### config.mk
export PLATFORM = sky130hd
export DESIGN_NAME = i2s_tx_serializer
export DESIGN_NICKNAME = d
export VERILOG_FILES = /design/src/rtl/i2stx_pkg.sv /design/src/rtl/i2stx_clkgen.sv /design/src/rtl/i2stx_frame.sv /design/src/rtl/i2stx_shift.sv /design/src/rtl/i2s_tx_serializer.sv
export SDC_FILE = /design/constraint.sdc
export NUM_CORES = 1
export LEC_CHECK = 0
export ABC_AREA = 0
export BUFFER_PORTS_ARGS = -buffer_cell sky130_fd_sc_hd__buf_2
export CORE_UTILIZATION = 55
export DETAILED_ROUTE_END_ITERATION = 10
export GPL_TIMING_DRIVEN = 0
export PLACE_DENSITY = 0.9
export SLEW_MARGIN = 25
export SYNTH_ARGS = -nofsm -noshare
export SYNTH_HDL_FRONTEND = slang
export SYNTH_SLANG_ARGS = --single-unit
### constraint.sdc
create_clock -name clk -period 5 [get_ports clk]
set_input_delay 1.5 -clock clk [delete_from_list [all_inputs] [get_ports clk]]
set_output_delay 1.5 -clock clk [all_outputs]
set_load 0.01 [all_outputs]
### src/rtl/i2stx_pkg.sv
package i2stx_pkg;

  typedef enum logic [1:0] {
    WLEN_16   = 2'd0,
    WLEN_24   = 2'd1,
    WLEN_32   = 2'd2,
    WLEN_RSVD = 2'd3
  } wlen_code_e;

  // Significant bits for a word length code, capped at the slot width.
  function automatic int unsigned word_bits(input logic [1:0] code, input int unsigned slot_w);
    int unsigned n;
    case (wlen_code_e'(code))
      WLEN_16: n = 16;
      WLEN_24: n = 24;
      default: n = 32;
    endcase
    if (n > slot_w) n = slot_w;
    return n;
  endfunction

endpackage

### src/rtl/i2stx_clkgen.sv
module i2stx_clkgen #(
  parameter int HALF_DIV    = 2,
  parameter int SYNC_STAGES = 2
) (
  input  logic clk,
  input  logic rst,
  input  logic active_i,
  input  logic master_i,
  input  logic bclk_inv_i,
  input  logic lr_swap_i,
  input  logic ext_bclk_i,
  input  logic ext_fclk_i,
  output logic chg_o,
  output logic frame_edge_o,
  output logic bclk_lvl_o
);
  localparam int DIV_W = $clog2(HALF_DIV) + 1;

  logic [DIV_W-1:0]       div_q;
  logic                   phase_q;
  logic                   tick;
  logic [SYNC_STAGES-1:0] bsync_q, fsync_q;
  logic                   pb, pb_q, fall, lr_now, lr_prev_q;

  // Master divider: phase toggles every HALF_DIV cycles while active.
  assign tick = (div_q == DIV_W'(HALF_DIV - 1));

  always_ff @(posedge clk) begin
    if (rst || !active_i) begin
      div_q   <= '0;
      phase_q <= 1'b0;
    end else if (tick) begin
      div_q   <= '0;
      phase_q <= ~phase_q;
    end else begin
      div_q   <= div_q + 1'b1;
    end
  end

  // Slave front end: synchronizer chains, then edge detection.
  always_ff @(posedge clk) begin
    if (rst) begin
      bsync_q   <= '0;
      fsync_q   <= '0;
      pb_q      <= 1'b0;
      lr_prev_q <= 1'b0;
    end else begin
      bsync_q <= {bsync_q[SYNC_STAGES-2:0], ext_bclk_i};
      fsync_q <= {fsync_q[SYNC_STAGES-2:0], ext_fclk_i};
      pb_q    <= pb;
      if (fall) lr_prev_q <= lr_now;
    end
  end

  assign pb     = bsync_q[SYNC_STAGES-1] ^ bclk_inv_i;
  assign fall   = pb_q & ~pb;
  assign lr_now = (fsync_q[SYNC_STAGES-1] == lr_swap_i);

  assign frame_edge_o = fall & lr_now & ~lr_prev_q;
  assign chg_o        = active_i & (master_i ? (tick & phase_q) : fall);
  assign bclk_lvl_o   = active_i & (tick ? ~phase_q : phase_q);

endmodule

### src/rtl/i2stx_frame.sv
module i2stx_frame
  import i2stx_pkg::*;
#(
  parameter int SLOT_W = 32
) (
  input  logic [SLOT_W-1:0]   left_i,
  input  logic [SLOT_W-1:0]   right_i,
  input  logic [1:0]          wlen_i,
  input  logic                rjust_i,
  output logic [2*SLOT_W-1:0] image_o
);
  localparam int SH_W = $clog2(SLOT_W + 1);

  logic [SH_W-1:0]   nbits;
  logic [SH_W-1:0]   pad;
  logic [SLOT_W-1:0] mask;

  assign nbits = SH_W'(word_bits(wlen_i, SLOT_W));
  assign pad   = SH_W'(SLOT_W) - nbits;
  assign mask  = {SLOT_W{1'b1}} >> pad;

  // Channel 0 (left) lands in the upper slot and is sent first.
  for (genvar ch = 0; ch < 2; ch++) begin : g_slot
    logic [SLOT_W-1:0] word, kept;
    assign word = (ch == 0) ? left_i : right_i;
    assign kept = word & mask;
    assign image_o[(2-ch)*SLOT_W-1 -: SLOT_W] = rjust_i ? kept : (kept << pad);
  end

endmodule

### src/rtl/i2stx_shift.sv
module i2stx_shift #(
  parameter int SLOT_W = 32
) (
  input  logic                clk,
  input  logic                rst,
  input  logic                active_i,
  input  logic                master_i,
  input  logic                delay_i,
  input  logic                lr_swap_i,
  input  logic                chg_i,
  input  logic                slave_edge_i,
  input  logic                valid_i,
  input  logic [2*SLOT_W-1:0] image_i,
  output logic                load_o,
  output logic                sdata_o,
  output logic                fclk_o
);
  localparam int FRAME = 2 * SLOT_W;
  localparam int CNT_W = $clog2(FRAME);

  logic [FRAME-1:0] sr_q, fresh;
  logic [CNT_W-1:0] pos_q, pos_next;
  logic             first_q, last_q;
  logic             start, advance, nb;

  assign start    = master_i ? (first_q || pos_q == CNT_W'(FRAME - 1)) : slave_edge_i;
  assign advance  = chg_i && (start || !first_q);
  assign load_o   = chg_i && start;
  assign fresh    = valid_i ? image_i : '0;
  assign nb       = start ? fresh[FRAME-1] : sr_q[FRAME-2];
  assign pos_next = start ? '0 : pos_q + 1'b1;

  always_ff @(posedge clk) begin
    if (rst || !active_i) begin
      sr_q    <= '0;
      pos_q   <= '0;
      first_q <= 1'b1;
      last_q  <= 1'b0;
      sdata_o <= 1'b0;
    end else if (advance) begin
      sr_q    <= start ? fresh : (sr_q << 1);
      pos_q   <= pos_next;
      first_q <= 1'b0;
      last_q  <= nb;
      sdata_o <= delay_i ? last_q : nb;
    end
  end

  always_ff @(posedge clk) begin
    if (rst || !master_i)
      fclk_o <= 1'b0;
    else if (!active_i)
      fclk_o <= ~lr_swap_i;
    else if (advance)
      fclk_o <= (pos_next < CNT_W'(SLOT_W)) ? lr_swap_i : ~lr_swap_i;
  end

  assert_idle_R2: assert property (@(posedge clk) disable iff (rst)
    !active_i |=> (sdata_o == 1'b0));

  assert_data_hold_R4: assert property (@(posedge clk) disable iff (rst)
    (active_i && !chg_i) |=> $stable(sdata_o));

  assert_take_left_R6: assert property (@(posedge clk) disable iff (rst)
    (load_o && master_i) |=> (fclk_o == lr_swap_i));

endmodule

### src/rtl/i2s_tx_serializer.sv
module i2s_tx_serializer #(
  parameter int SLOT_W      = 32,
  parameter int HALF_DIV    = 2,
  parameter int SYNC_STAGES = 2
) (
  input  logic              clk,
  input  logic              rst,
  input  logic              glb_en,
  input  logic              tx_en,
  input  logic              cfg_master,
  input  logic              cfg_bclk_inv,
  input  logic              cfg_lr_swap,
  input  logic              cfg_msb_delay,
  input  logic              cfg_rjust,
  input  logic [1:0]        cfg_wlen,
  input  logic              smp_valid,
  input  logic [SLOT_W-1:0] smp_left,
  input  logic [SLOT_W-1:0] smp_right,
  output logic              smp_ready,
  input  logic              ext_bclk,
  input  logic              ext_fclk,
  output logic              bclk_o,
  output logic              fclk_o,
  output logic              sdata_o
);
  logic                active, chg, frame_edge, bclk_lvl;
  logic [2*SLOT_W-1:0] image;

  assign active = glb_en & tx_en;

  i2stx_clkgen #(.HALF_DIV(HALF_DIV), .SYNC_STAGES(SYNC_STAGES)) u_clk (
    .clk(clk), .rst(rst), .active_i(active), .master_i(cfg_master),
    .bclk_inv_i(cfg_bclk_inv), .lr_swap_i(cfg_lr_swap),
    .ext_bclk_i(ext_bclk), .ext_fclk_i(ext_fclk),
    .chg_o(chg), .frame_edge_o(frame_edge), .bclk_lvl_o(bclk_lvl)
  );

  i2stx_frame #(.SLOT_W(SLOT_W)) u_frame (
    .left_i(smp_left), .right_i(smp_right), .wlen_i(cfg_wlen),
    .rjust_i(cfg_rjust), .image_o(image)
  );

  i2stx_shift #(.SLOT_W(SLOT_W)) u_shift (
    .clk(clk), .rst(rst), .active_i(active), .master_i(cfg_master),
    .delay_i(cfg_msb_delay), .lr_swap_i(cfg_lr_swap), .chg_i(chg),
    .slave_edge_i(frame_edge), .valid_i(smp_valid), .image_i(image),
    .load_o(smp_ready), .sdata_o(sdata_o), .fclk_o(fclk_o)
  );

  always_ff @(posedge clk) begin
    if (rst || !cfg_master) bclk_o <= 1'b0;
    else                    bclk_o <= bclk_lvl ^ cfg_bclk_inv;
  end

  assert_slave_quiet_R11: assert property (@(posedge clk) disable iff (rst)
    !cfg_master |=> (bclk_o == 1'b0 && fclk_o == 1'b0));

  assert_bclk_edge_R4: assert property (@(posedge clk) disable iff (rst)
    (cfg_master && active && chg) |=> (bclk_o == cfg_bclk_inv));

endmodule

==> results.yml, run 1 <==
synthesis:
  synth_edf_count: 0
  synth-seq-cells: 83
  netlist_top_cells_area: "dfxtp_1, o21ai_0, a221oi_1"
  yosys-top-cells-count: "o21ai_0, dfxtp_1, clkbuf_1, nor2_1, a21oi_1"
  ys.flop_type: "dfxtp_1"
  yosys.area.top_type_share: 0.3621
  synth_cell_types: 45
  yosysMostFrequentCell: "o21ai_0"
  syn_nets: 648
  syn_inst: 567
  syn_area_per_cell_um2: 8.092
  ys_warn_count: 0
  yosysSeqAreaShare: 0.3621
  yosys.area.top_type: "dfxtp_1"
  synth_area_um2: 4588
  async_reset_ff_frac: 0
critical_path:
  endpoint_kind: "output port"
  cp_top_family: "buffers and inverters"
  critPathMaxStageDelay_ns: 0.65
  startpoint: "cfg_master"
  crit_top_cell: "buf_2"
  crit_path_top_delay_cell: "a311oi_2"
  reg2reg_from: "u_shift.pos_q[0]"
  start_kind: "primary input"
  crit_fanout: 10
  cp_cell_sequence: "buf_2, inv_1, a311oi_2, or2_1, clkbuf_1, buf_2, nor3_2, buf_2"
  cp_num_buf_inv: 5
  critPathKind: "primary input to output port"
  arrival_ns: 3.33
  required_ns: 3.50
sta:
  max_clock_freq_mhz: 206.9
  rsz0062_at_grt: "no"
  hold_ws_ns: 0.4344
  setup-violations-final: 0
  max_slew_margin: 0.4886
  finalMaxSlewViolations: 0
  setup-tns-final_ns: 0
  tightest_slew_ns: 0.7613
  min_period_ns: 4.832
  period_share: 0.9665
  finClkSkew_ns: 0.006666
  hold_viol: 0
placement:
  dp_cells: 747
  numPortBuffers: 78
  routabilityCongestion: 1.009
  placed_cell_area_um2: 5106
  dp_hpwl_um: 10940
power:
  leakage_nw: 2.256
  power-per-cell-area_nw_per_um2: 267.0
  ir_drop_v: 0.0002539
cts:
  clock_latency_ns: 0.37
  clock_sinks: 83
  cts_hold_buffers: 0
  clk_transition_reported_paths_ns: 0.09
  postCtsSetupBuffers: 0
  cts.repair.resized: 0
  htreeDepth: 3
  cts_root_buffer: "clkbuf_8"
  cts-buffers-inserted: 9
  ctsLongestPathBuffers: 2
  cts_tree: "built"
drt:
  met1_length_um: 5650
  met3_length_um: 1562
  via_count: 5199
  vias_per_cell: 6.814
  drc_errors: 0
  wl_met2_um: 6796
  routed.top_layer: "met4"
  first_pass_iters: 6
  wirelength_um: 14760
  drtIter0Drc: 600
  antenna_left: 0
  wire_per_inst_um: 19.34
floorplan:
  pin_count: 82
  core-area_um2: 7888
  start_util: 0.5817
  die-area_um2: 8711
  fp.dieH_um: 93.34
  rows: 32
  die_x_um: 93.34
global_route:
  grt_overflow: 0
  grtUsageTotal: 0.3446
  grt_max_degree: 15
  grt_pass1_vias: 4763
  antenna_found_initial: 0
  grt_pass1_wl_um: 23180
final_layout:
  fill_cells: 637
  area_growth_pct: 16.93
  drive_gt1_frac: 0.1997
  antennaDiodeCount: 0
  fin_area_um2: 5365
  finalNonFillerCells: 763
  finalCoreUtilization: 0.6802
  final_nets: 737
worst_hold_path:
  hold_path.class: "flop to flop"
  holdCritStartpoint: "u_clk.div_q[0]"
job:
  drv_cap: 0
run_status:
  status: "finished, final reports clean"
==> final timing paths <==
path,to,slack (ns),cells after the start
setup / recovery,smp_ready,0.17,8
hold / removal,u_clk.div_q[0],0.43,1
setup reg to reg,u_shift.sr_q[33],2.31,8
hold reg to reg,u_clk.div_q[0],0.43,1
==> cells by family (layout without fill, tap and decap cells) <==
family          count (synthesis)  in the layout  share of synthesized area
buf+inv                        78            172                    0.06736
fa+ha+maj                       3              3                   0.008182
xor+xnor                        4              4                   0.009274
compound gates                261            261                     0.3736
mux                            33             33                    0.07636
flops                          83             83                     0.3621
simple gates                  105            105                     0.1031
==> sequential cells by signal (all words and copies together), names as in the netlist <==
| name | cells |
|---|---|
| bclk_o | 1 |
| u_clk.bsync_q | 2 |
| u_clk.div_q | 2 |
| u_clk.fsync_q | 2 |
| u_clk.lr_prev_q | 1 |
| u_clk.pb_q | 1 |
| u_clk.phase_q | 1 |
| u_shift.fclk_o | 1 |
| u_shift.first_q | 1 |
| u_shift.last_q | 1 |
| u_shift.pos_q | 6 |
| u_shift.sdata_o | 1 |
| u_shift.sr_q | 63 |
==> layer usage <==
layer	track usage	up-vias
met3	0.07398	88
met4	0.1821	0
li1	-	2308
met1	0.4323	2417
met2	0.5533	386
met5	0	-
==> area by class of cell <==
cell class,instances,area (um^2),area share
clock buffer,11,151.4,0.02822
inverter,20,75.07,0.01399
clock inverter,5,83.83,0.01562
tap,102,127.6,0.02379
timing repair buffer,78,390.4,0.07276
buffer,58,234.0,0.04361
sequential,83,1662,0.3097
multi-input combinational,406,2641,0.4923
==> cells in the final DEF, fill, tap and decap left out, types with 3 or more instances in the layout <==
cell type    n
and3_1       4
nand3_1      3
a221oi_1    31
clkbuf_8    11
mux2_2      16
or3_1        3
buf_2       91
o21a_1      16
and2_1       3
nor3_1       6
nor2_1      43
a31oi_1     20
o21ai_0    100
a21oi_1     37
nand2_1     27
inv_1       20
o311ai_1    15
ha_1         3
nor2b_1      5
dfxtp_1     83
mux2i_1     17
a211oi_1    15
o211a_1     15
clkbuf_1    43
==> worst reg2reg max path, cell delays in order, from the launching register on <==
cell      delay, ns
dfxtp_1        0.34
ha_1           0.23
and3_1         0.22
a311oi_2       0.67
or2_1          0.20
clkbuf_1       0.17
clkbuf_1       0.45
a221oi_1       0.20
nor2_1         0.14
==> power breakdown <==
part / leakage [nW] / switching [mW] / total, mW / internal [mW]
sequential: 0.670 / 0.00246 / 0.667 / 0.664
combinational: 1.47 / 0.127 / 0.195 / 0.0681
clock: 0.112 / 0.261 / 0.571 / 0.310
total: 2.26 / 0.390 / 1.43 / 1.04
==> per-stage QoR <==
step	setup WS, ns	power, mW
6_report	0.1675	1.433
5_1_grt	0.05775	1.474
4_1_cts	0.006365	1.425
3_5_place_dp	0.05827	0.8656
3_3_place_gp	0.1125	0.8615
2_1_floorplan	0.6563	0.7839
(Power assumes the default switching activity.)
==> inputs of run 2 (changes only) <==
--- a/config.mk
+++ b/config.mk
@@ -14,4 +14,5 @@
 export SLEW_MARGIN = 25
 export SYNTH_ARGS = -nofsm -noshare
 export SYNTH_HDL_FRONTEND = slang
+export SYNTH_HIERARCHICAL = 1
 export SYNTH_SLANG_ARGS = --single-unit
==> constraint.sdc (replaced) <==
create_clock -name clk -period 5.7 [get_ports clk]
set_input_delay 1.71 -clock clk [delete_from_list [all_inputs] [get_ports clk]]
set_output_delay 1.71 -clock clk [all_outputs]
set_load 0.01 [all_outputs]
==> run 2 against run 1 <==
Clock power shrank 22%; via count fell by 16%; sequential power shrank 12%; utilization down 1.7 points; wire length fell by 16%; global-route usage down 5.5 points; power is 17% lower.
==> results.yml, run 2 <==
final_layout:
  largest_register_ffs: 63
  finalCoreUtilization: 0.6627
  final_cell_mix: "buf_2, dfxtp_1, a22oi_1"
  finalNonFillerCells: 683
  layout.cells.most_common: "buf_2"
  drive_gt1_frac: 0.2820
  max_flop_register: "u_shift/sr_q"
  final_nets: 654
  antennaDiodeCount: 0
  reg_top3: "u_shift/sr_q x63, u_shift/pos_q x6"
  area_growth_pct: 15.71
critical_path:
  critPathKind: "primary input to output port"
  regToRegSetupSlack_ns: 3.22
  endpoint_kind: "output port"
  crit_top_cell: "buf_2"
  start_kind: "primary input"
  critPathMaxStageDelay_ns: 0.40
  cp_cell_sequence: "buf_2, xnor2_1, nand2_1, nor3_1, nor2_1, nor3b_4, buf_2"
  crit_path_top_delay_cell: "nor3b_4"
  required_ns: 3.99
  reg2reg_from: "u_clk/bsync_q[1]"
  reg2regPathDepth: 10
  crit_fanout: 7
  arrival_ns: 3.26
  crit-reg2reg-capture: "u_shift/sr_q[14]"
sta:
  tightest_slew_ns: 0.6758
  max_slew_margin: 0.5495
  period_share: 0.8725
  rsz0062_at_grt: "no"
  finClkSkew_ns: 0.01165
  max_clock_freq_mhz: 201.1
  setup-tns-final_ns: 0
  hold_viol: 0
  min_period_ns: 4.974
  setup-violations-final: 0
  finalMaxSlewViolations: 0
drt:
  wirelength_um: 12420
  met1_length_um: 4975
  via_count: 4345
  vias_per_cell: 6.362
  first_pass_iters: 5
  drtIter0Drc: 231
  drc_errors: 0
  met3_length_um: 928
  wl_met2_um: 6191
  antenna_left: 0
  routed.top_layer: "met4"
  wire_per_inst_um: 18.19
global_route:
  grt_overflow: 0
  antenna_found_initial: 0
  grt_pass1_wl_um: 19890
  grt_max_degree: 15
  grtUsageTotal: 0.2895
  grt_pass1_vias: 4156
cts:
  cts_root_buffer: "clkbuf_8"
  ctsLongestPathBuffers: 2
  cts.repair.resized: 0
  cts_tree: "built"
  htreeDepth: 3
  clk_transition_reported_paths_ns: 0.08
  clock_sinks: 83
  cts_hold_buffers: 0
  cts-buffers-inserted: 9
  clock_latency_ns: 0.37
  postCtsSetupBuffers: 0
synthesis:
  synth_edf_count: 0
  syn_area_per_cell_um2: 9.812
  yosys.area.top_type_share: 0.3513
  async_reset_ff_frac: 0
  yosysSeqAreaShare: 0.3513
  synth_cell_types: 44
  syn_inst: 482
  syn_nets: 563
  yosys.area.top_type: "dfxtp_1"
  ys_warn_count: 6
  yosys-top-cells-count: "dfxtp_1, a22oi_1, o2bb2ai_1"
  netlist_top_cells_area: "dfxtp_1, a22oi_1, o2bb2ai_2"
  ys.flop_type: "dfxtp_1"
  synth-seq-cells: 83
  synth_area_um2: 4730
  yosysMostFrequentCell: "dfxtp_1"
floorplan:
  die_x_um: 94.73
  start_util: 0.5727
  die-area_um2: 8974
  rows: 33
  core-area_um2: 8258
  pin_count: 82
  fp.dieH_um: 94.73
placement:
  numPortBuffers: 80
  dp_hpwl_um: 9478
  routabilityCongestion: 0.9155
  dp_cells: 667
job:
  drv_cap: 0
worst_hold_path:
  hold_depth: 1
  hold_path.class: "flop to flop"
  holdCritStartpoint: "u_clk/div_q[0]"
  holdPathEnd: "u_clk/div_q[0]"
power:
  ir_drop_v: 0.0001770
  leakage_nw: 2.023
  power-per-cell-area_nw_per_um2: 216.0
run_status:
  status: "finished, final reports clean"
[run 2: cell count changes after synthesis, sizes merged, moves of 18 or more]
cell     previous run  this run
a21oi              37         3
a221oi             31         1
a22oi               0        63
clkbuf             43        19
inv                20         2
nor2               44        11
o21ai             100        54
o2bb2ai             0        78
[run 2: logic make-up after synthesis]
family | count (synthesis) | share of synthesized area
adder cells (fa/ha/maj) | 3 | 0.007937
AO/OA/AOI/OAI | 211 | 0.3701
flip-flops | 83 | 0.3513
buffers and inverters | 49 | 0.07963
AND/OR/NAND/NOR | 96 | 0.1063
XOR/XNOR | 5 | 0.009261
multiplexers | 35 | 0.07540
[run 2: worst max-delay path, delay by kind of cell]
family / cells / cell delay [ns]
xor+xnor: 1 / 0.18
buf+inv: 2 / 0.32
simple gates: 4 / 1.05
[run 2: how the worst max path moves through the flow]
stage                       from        end  slack (ns)  cells past startpoint
CTS                 cfg_bclk_inv  smp_ready        0.74                      7
global placement    cfg_bclk_inv  smp_ready        0.80                      7
detailed placement  cfg_bclk_inv  smp_ready        0.75                      7
floorplan           cfg_bclk_inv  smp_ready        1.26                      5
finish              cfg_bclk_inv  smp_ready        0.73                      7
global route        cfg_bclk_inv  smp_ready        0.58                      7
[run 2: power breakdown]
| part | switching (mW) | internal [mW] | leakage (nW) |
|---|---|---|---|
| clock network | 0.216 | 0.228 | 0.106 |
| logic | 0.0917 | 0.0627 | 1.25 |
| registers | 0.00132 | 0.583 | 0.670 |
[run 2: stage by stage]
step	total power, mW	area (um^2)	setup slack, ns	hold slack, ns
after floorplan	0.6850	4730	1.259	0.3978
after CTS	1.186	5473	0.7394	0.4401
after global routing	1.224	5473	0.5801	0.4637
after global placement	0.7465	5261	0.8003	0.4050
after detailed placement	0.7492	5261	0.7455	0.4256
final	1.182	5473	0.7265	0.4406
[run 2: layer usage]
metal | vias up | global-route usage
met5 | - | 0
met4 | 0 | 0.1162
met3 | 39 | 0.06683
met2 | 218 | 0.4976
met1 | 2069 | 0.3467
li1 | 2019 | -
[run 2: final cells by class]
class	count	area, um^2
fillers	678	2785
multi-input cells	350	2691
flip-flops and latches	83	1662
repair buffers	80	400.4
plain buffers	47	369.1
clock buffers	11	151.4
well taps	105	131.4
clock inverters	5	60.06
inverters	2	7.507
